$ cat config.mk
export PLATFORM = sky130hd
export DESIGN_NAME = cflut_update_unit
export DESIGN_NICKNAME = d
export VERILOG_FILES = /design/src/rtl/cflut_pkg.sv /design/src/rtl/cflut_field_pick.sv /design/src/rtl/cflut_lut_eval.sv /design/src/rtl/cflut_field_merge.sv /design/src/rtl/cflut_update_unit.sv
export SDC_FILE = /design/constraint.sdc
export NUM_CORES = 1
export LEC_CHECK = 0
export CORE_UTILIZATION = 45
export CTS_BUF_LIST = sky130_fd_sc_hd__clkbuf_2
export DETAILED_ROUTE_END_ITERATION = 10
export PLACE_DENSITY_LB_ADDON = 0.1
export SETUP_SLACK_MARGIN = 0.5
export SLEW_MARGIN = 0
export SYNTH_ARGS = -nofsm -noshare
export SYNTH_HDL_FRONTEND = slang
export SYNTH_SLANG_ARGS = --single-unit
export TNS_END_PERCENT = 20
$ cat constraint.sdc
create_clock -name clk -period 5 [get_ports clk]
set_input_delay 0.75 -clock clk [delete_from_list [all_inputs] [get_ports clk]]
set_output_delay 0.75 -clock clk [all_outputs]
set_load 0.03 [all_outputs]
$ cat src/rtl/cflut_pkg.sv
package cflut_pkg;
  localparam int CFL_FIELD_W    = 4;
  localparam int CFL_NUM_FIELDS = 8;
  localparam int CFL_LUT_IDX_W  = 2;
  localparam int CFL_LUT_SIZE   = 1 << CFL_LUT_IDX_W;

  typedef enum logic [1:0] {
    ACT_IDLE  = 2'd0,
    ACT_WRITE = 2'd1,
    ACT_APPLY = 2'd2,
    ACT_TRAP  = 2'd3
  } cfl_action_e;
endpackage

$ cat src/rtl/cflut_field_pick.sv
module cflut_field_pick #(
  parameter int FIELD_W    = 4,
  parameter int NUM_FIELDS = 8,
  localparam int REG_W     = FIELD_W * NUM_FIELDS,
  localparam int SEL_W     = $clog2(NUM_FIELDS)
) (
  input  logic [REG_W-1:0]   reg_i,
  input  logic [SEL_W-1:0]   sel_i,
  output logic [FIELD_W-1:0] field_o
);
  logic [FIELD_W-1:0] slices [NUM_FIELDS];

  genvar n;
  generate
    for (n = 0; n < NUM_FIELDS; n++) begin : g_slice
      assign slices[n] = reg_i[REG_W-1-FIELD_W*n -: FIELD_W];
    end
  endgenerate

  assign field_o = slices[sel_i];
endmodule

$ cat src/rtl/cflut_lut_eval.sv
module cflut_lut_eval
  import cflut_pkg::*;
#(
  parameter int FIELD_W = 4
) (
  input  logic [FIELD_W-1:0] tgt_i,
  input  logic [FIELD_W-1:0] src_i,
  input  logic [FIELD_W-1:0] tab_i,
  input  logic [FIELD_W-1:0] mask_i,
  output logic [FIELD_W-1:0] field_o
);
  logic [CFL_LUT_SIZE-1:0] table_bits;
  assign table_bits = tab_i[CFL_LUT_SIZE-1:0];

  genvar k;
  generate
    for (k = 0; k < FIELD_W; k++) begin : g_bit
      logic [CFL_LUT_IDX_W-1:0] idx;
      logic                     pick;
      assign idx        = {tgt_i[k], src_i[k]};
      assign pick       = table_bits[idx];
      assign field_o[k] = mask_i[k] ? pick : tgt_i[k];
    end
  endgenerate
endmodule

$ cat src/rtl/cflut_field_merge.sv
module cflut_field_merge #(
  parameter int FIELD_W    = 4,
  parameter int NUM_FIELDS = 8,
  localparam int REG_W     = FIELD_W * NUM_FIELDS,
  localparam int SEL_W     = $clog2(NUM_FIELDS)
) (
  input  logic [REG_W-1:0]   reg_i,
  input  logic [SEL_W-1:0]   sel_i,
  input  logic [FIELD_W-1:0] field_i,
  output logic [REG_W-1:0]   reg_o
);
  genvar n;
  generate
    for (n = 0; n < NUM_FIELDS; n++) begin : g_place
      localparam logic [SEL_W-1:0] IDX = SEL_W'(n);
      assign reg_o[REG_W-1-FIELD_W*n -: FIELD_W] =
        (sel_i == IDX) ? field_i : reg_i[REG_W-1-FIELD_W*n -: FIELD_W];
    end
  endgenerate
endmodule

$ cat src/rtl/cflut_update_unit.sv
module cflut_update_unit
  import cflut_pkg::*;
#(
  parameter int FIELD_W    = CFL_FIELD_W,
  parameter int NUM_FIELDS = CFL_NUM_FIELDS,
  localparam int REG_W     = FIELD_W * NUM_FIELDS,
  localparam int SEL_W     = $clog2(NUM_FIELDS)
) (
  input  logic               clk,
  input  logic               rst,
  input  logic               op_valid_i,
  input  logic [SEL_W-1:0]   op_tgt_i,
  input  logic [SEL_W-1:0]   op_src_i,
  input  logic [SEL_W-1:0]   op_tab_i,
  input  logic [FIELD_W-1:0] op_mask_i,
  input  logic               wr_en_i,
  input  logic [REG_W-1:0]   wr_data_i,
  output logic [REG_W-1:0]   creg_o,
  output logic               trap_o
);
  logic [REG_W-1:0]   creg_q;
  logic               trap_q;
  logic [FIELD_W-1:0] tgt_f, src_f, tab_f, new_f;
  logic [REG_W-1:0]   merged;
  cfl_action_e        action;

  // All reads come from the pre-update register, so aliasing is harmless.
  cflut_field_pick #(.FIELD_W(FIELD_W), .NUM_FIELDS(NUM_FIELDS)) u_pick_tgt (
    .reg_i(creg_q), .sel_i(op_tgt_i), .field_o(tgt_f));
  cflut_field_pick #(.FIELD_W(FIELD_W), .NUM_FIELDS(NUM_FIELDS)) u_pick_src (
    .reg_i(creg_q), .sel_i(op_src_i), .field_o(src_f));
  cflut_field_pick #(.FIELD_W(FIELD_W), .NUM_FIELDS(NUM_FIELDS)) u_pick_tab (
    .reg_i(creg_q), .sel_i(op_tab_i), .field_o(tab_f));

  cflut_lut_eval #(.FIELD_W(FIELD_W)) u_eval (
    .tgt_i(tgt_f), .src_i(src_f), .tab_i(tab_f),
    .mask_i(op_mask_i), .field_o(new_f));

  cflut_field_merge #(.FIELD_W(FIELD_W), .NUM_FIELDS(NUM_FIELDS)) u_merge (
    .reg_i(creg_q), .sel_i(op_tgt_i), .field_i(new_f), .reg_o(merged));

  always_comb begin
    if (wr_en_i)                  action = ACT_WRITE;
    else if (!op_valid_i)         action = ACT_IDLE;
    else if (op_mask_i == '0)     action = ACT_TRAP;
    else                          action = ACT_APPLY;
  end

  always_ff @(posedge clk) begin
    if (rst) begin
      creg_q <= '0;
      trap_q <= 1'b0;
    end else begin
      trap_q <= (action == ACT_TRAP);
      case (action)
        ACT_WRITE: creg_q <= wr_data_i;
        ACT_APPLY: creg_q <= merged;
        default:   creg_q <= creg_q;
      endcase
    end
  end

  assign creg_o = creg_q;
  assign trap_o = trap_q;
endmodule

Yosys cells after proc, flatten, opt, wreduce, memory -nomap -nowiden
Index checks and enable logic that the tools add are counted.
W data, S select, Z words.

word-level totals
  register bits after elaboration = 33
  bits of input ports = 49
  output and inout bits = 33

operators by class
  $lt $le $gt $ge = 7
  equality and inequality tests = 18
  muxes and demuxes = 33
  bitwise logic cells = 3
  reductions and logical operators = 11

operators by type and width
  kind                  count
  $pmux W32 S2          1
  $mux W4               14
  $bmux W4 S3           3
  $ne A2 B1 Y1 const B  8
  $reduce_and A2 Y1     8
  $eq A3 B3 Y1 const B  4
  $ge A4 B4 Y1 const B  3
  $lt A2 B3 Y1 const B  4
  $not A3 Y4            3
  $mux W1               9
  $bmux W1 S2           4
  $eq A3 B2 Y1 const B  2
  $eq A2 B2 Y1 const B  2
  $logic_not A4 Y1      1
  $mux W2               2
  $eq A3 B1 Y1 const B  1
  $logic_not A3 Y1      1
  $eq A2 B1 Y1 const B  1
  $reduce_bool A2 Y1    1

Logic depth before layout (Yosys ltp)
  word-level depth = 9
  mapped depth = 7

Modules after synthesis
A second synthesis with hierarchy kept.

second synthesis, totals
  cells, all modules = 249
  area total of the unflattened synthesis = 2965.3 sq um

by module, submodules not included
  module             times used  cells each  area an instance (sq um)  seq. area each (sq um)
  cflut_update_unit  1           151         1594.0                    660.6
  cflut_field_pick   3           14          270.3                     0.0
  cflut_field_merge  1           40          430.4                     0.0
  cflut_lut_eval     1           16          130.1                     0.0

Worst setup path after synthesis
Ideal clock, no wire load.

  path type = input -> register
  from = input port op_src_i[2]
  to = register creg_q[0], in the netlist creg_o[0]
  setup time = 88 ps
  arrival time = 2538 ps
  required time = 4912 ps
  path slack = 2374 ps
  stages = 7
  cells stage by stage = buf_6 > mux4_1 > mux2i_4 > mux2i_1 > a21oi_1 > a311o_4 > a311oi_2

between the ends
  word-level cells in the longest chain between the ends = 9

ends and longest elaborated chain
  item                                         RTL line                 RTL
  from (decl)                                  cflut_update_unit.sv:13  input logic [SEL_W-1:0] op_src_i,
  $not A3 Y4 (not written as such)             cflut_field_pick.sv:20   assign field_o = slices[sel_i];
  $bmux W4 S3                                  cflut_field_pick.sv:20
  $mux W4 (not written as such) (2 in series)  cflut_field_pick.sv:20
  $bmux W1 S2                                  cflut_lut_eval.sv:21     assign pick = table_bits[idx];
  $mux W1 (not written as such)                cflut_lut_eval.sv:21
  $mux W1                                      cflut_lut_eval.sv:22     assign field_o[k] = mask_i[k] ? pick : tgt_i[k];
  $mux W4                                      cflut_field_merge.sv:17  (sel_i == IDX) ? field_i : reg_i[REG_W-1-FIELD_W*n -: FIELD_W];
  $pmux W32 S2                                 cflut_update_unit.sv:55  case (action)
  to (signal assigned)                         cflut_update_unit.sv:56  ACT_WRITE: creg_q <= wr_data_i;
  to (signal assigned)                         cflut_update_unit.sv:57  ACT_APPLY: creg_q <= merged;
  to (signal assigned)                         cflut_update_unit.sv:58  default: creg_q <= creg_q;
  to (decl)                                    cflut_update_unit.sv:21  logic [REG_W-1:0] creg_q;

Every way passes these cells. The select of a mux whose other input is x is not followed.
A chain may end at the register's enable or synchronous reset.

Worst setup path in the final report
Ends and elaborated chain as after synthesis.

==> qor.csv <==
metric,value,unit
finalHoldViolations,0,
grt_use_total,0.271,
worst-slew-pin-transition,0.682,ns
floorplan.initialDensity,0.477,
number_of_h_tree_levels,2,
met3WireLength,481,µm
worst_setup_path_start_kind,primary input,
postSynthRegisterBits,33,
mappedNetlistNets,262,
initial_antenna_violation_count,0,
cts_inserted_buffers,5,
min-delay-path-class,reg -> reg,
post-cts-setup-buffer-count,0,
dpl_worst_slack,1.48,ns
routed-wl-met2,3370,µm
worst-path-max-fanout,8,
pin_count_of_the_biggest_net_entering_global_routing,34,
ff_latch_area,661,µm²
drv.max_cap_violation_count,0,
achievable-frequency,0.320,GHz
tritoncts,built,
core.rowCount,25,
core_region_area,4820,µm²
wire_length_of_the_first_global_routing_pass,10800,µm
clock_skew,0.0114,ns
p_leak,0.00122,µW
cp_data_required_time,5.30,ns
routed-via-count,2210,
grt_pass1_vias,2066,
p_per_area,232,nW/µm²
rr_worst_depth,6,
synthesis.instances,213,
cts_num_sinks,33,
cp.arrival,3.43,ns
layout_setup_ws,1.87,ns
vertical_die_dimension,73.4,µm
hold_buf_count_cts,0,
globalRoute.totalOverflow,0,
num-fill-cells,441,
report.final.slew_viol_count,0,
postRouteAntennaNets,0,
clk_path_buf_depth,2,
syn_area,2300,µm²
postRouteWirelength,6910,µm
timing.setup.tns,0,ns
rsz0062_at_grt,false,
crit_end,creg_o[0]$_SDFFE_PP0P_,
vdd_drop_max,0.000152,V
cts.clk_slew.worst_paths,0.15,ns
worst-setup-path-type,in -> reg,
drt-pass1-iter-count,5,
maxSlewHeadroom,0.544,
regToRegStartpoint,creg_o[14]$_SDFFE_PP0P_,
ys_seq_area_frac,0.288,
detail_route.wl_per_cell,19.5,µm
design_power_total,731,µW
dpl_cell_area,3120,µm²
fin_area,3160,µm²
yosysTopAreaCell,sky130_fd_sc_hd__dfxtp_1,
top_signal_layer_used,met4,
finalSetupViolCount,0,
hold-worst-slack,0.551,ns
detailed_place_hpwl,5090,µm
avgSynthCellArea,10.8,µm²
worstSkewPairLatency,0.38,ns
post_route_cells_drive_above_1_share,0.163,
gp_congestion,0.842,
antennaDiodeCount,0,
final.min_clock_period,3.13,ns
netlist_top_cells_area,"sky130_fd_sc_hd__dfxtp_1 (29%), sky130_fd_sc_hd__mux4_2 (19%), sky130_fd_sc_hd__a311oi_1 (11%)",
cts.root.buffer_cell,sky130_fd_sc_hd__clkbuf_2,
wirelength_met1,3010,µm
layout.nets,336,
top_cell_type_s_share_of_synthesized_area,0.288,
cts.repair.resized,0,
synthToLayoutAreaGrowth,37.5,%
io_pins,82,
die_width,73.4,µm
netlist-cell-type-count,25,
route.detailed.vias_per_inst,6.23,
ys_warn_count,0,
drc,0,
die_outline_area,5390,µm²
io_buffers,81,
run_status,"complete, no violations",
r2r_setup_slack,2.72,ns
worstSetupStartpoint,op_src_i[2],
drt-initial-drc-count,161,
crit-reg2reg-capture,creg_o[6]$_SDFFE_PP0P_,
final_worst_path_period_share,0.626,
multi_input_comb_area,1550,µm²
worst_setup_path_end_kind,flip-flop,
[power by group]
group          internal (µW)  switching, µW
Clock                   41.2           88.9
Combinational            147            138
Sequential               284           31.6
[layout by cell type, fill, tap and decap left out]
master / count
sky130_fd_sc_hd__a31o_2: 4
sky130_fd_sc_hd__mux2i_4: 4
sky130_fd_sc_hd__a41o_1: 1
sky130_fd_sc_hd__mux4_2: 19
sky130_fd_sc_hd__a311o_4: 1
sky130_fd_sc_hd__clkbuf_2: 8
sky130_fd_sc_hd__or4_1: 1
sky130_fd_sc_hd__mux4_1: 5
sky130_fd_sc_hd__nor2b_1: 2
sky130_fd_sc_hd__mux2i_1: 10
sky130_fd_sc_hd__a21oi_1: 4
sky130_fd_sc_hd__mux2_2: 6
sky130_fd_sc_hd__a311o_1: 3
sky130_fd_sc_hd__and3b_1: 1
sky130_fd_sc_hd__nand3b_1: 1
sky130_fd_sc_hd__a311oi_2: 3
sky130_fd_sc_hd__nand2_1: 32
sky130_fd_sc_hd__clkdlybuf4s50_1: 81
sky130_fd_sc_hd__dfxtp_1: 33
sky130_fd_sc_hd__a311oi_1: 29
sky130_fd_sc_hd__a21o_1: 3
sky130_fd_sc_hd__nor4b_1: 1
sky130_fd_sc_hd__nor2_1: 34
sky130_fd_sc_hd__buf_4: 2
[synthesized netlist by cell type (all sizes together)]
cell type,instances
dfxtp,33
a311oi,32
nand2,32
mux4,24
nand3b,1
a21oi,4
a31o,4
nor2,34
mux2,6
a21o,3
nor2b,2
and3b,1
a41o,1
a311o,4
or4,1
clkbuf,7
mux2i,14
nor4b,1
buf,9
[critical path, cell delays in order]
cell	delay, ns
sky130_fd_sc_hd__clkdlybuf4s50_1	0.78
sky130_fd_sc_hd__mux4_1	0.68
sky130_fd_sc_hd__mux2i_4	0.20
sky130_fd_sc_hd__mux2i_1	0.20
sky130_fd_sc_hd__a21oi_1	0.10
sky130_fd_sc_hd__a311o_4	0.45
sky130_fd_sc_hd__a311oi_2	0.26
[state kept, by name, indices dropped and copies added (netlist names)]
name	flops
creg_o	32
trap_o	1
[routing by layer]
| metal | vias to the layer above | track usage |
|---|---|---|
| met5 | - | 0 |
| met4 | 0 | 0.0748 |
| met3 | 7 | 0.0727 |
| met2 | 100 | 0.422 |
| met1 | 1094 | 0.374 |
| li1 | 1009 | - |
[cell type report]
type,instances,share of cell area
Timing Repair Buffer,83,0.262
Multi-Input combinational cell,164,0.490
Clock buffer,8,0.0127
Tap cell,67,0.0266
Sequential cell,33,0.209
[through the flow]
step | cells | utilization
6_report | 355 | 0.655
5_1_grt | 355 | 0.655
4_1_cts | 355 | 0.655
3_5_place_dp | 347 | 0.647
3_3_place_gp | 347 | 0.647
2_1_floorplan | 213 | -
[worst min-delay path by stage]
stage | depth (start not counted) | slack [ns] | startpoint | endpoint
2_1_floorplan | 2 | 0.64 | creg_o[16]$_SDFFE_PP0P_ | creg_o[16]$_SDFFE_PP0P_
3_3_place_gp | 2 | 0.52 | creg_o[22]$_SDFFE_PP0P_ | creg_o[22]$_SDFFE_PP0P_
3_5_place_dp | 2 | 0.53 | creg_o[23]$_SDFFE_PP0P_ | creg_o[23]$_SDFFE_PP0P_
4_1_cts | 2 | 0.55 | creg_o[23]$_SDFFE_PP0P_ | creg_o[23]$_SDFFE_PP0P_
5_1_grt | 2 | 0.58 | creg_o[16]$_SDFFE_PP0P_ | creg_o[16]$_SDFFE_PP0P_
6_report | 2 | 0.55 | creg_o[23]$_SDFFE_PP0P_ | creg_o[23]$_SDFFE_PP0P_
[cells by family (layout without fill, tap and decap cells)]
logic type,count (synthesis),count (layout),synth area share
buffers and inverters,16,91,0.0387
AO/OA/AOI/OAI,48,48,0.190
multiplexers,44,44,0.356
flip-flops,33,33,0.288
AND/OR/NAND/NOR,72,72,0.128
(Power assumes the default switching activity.)
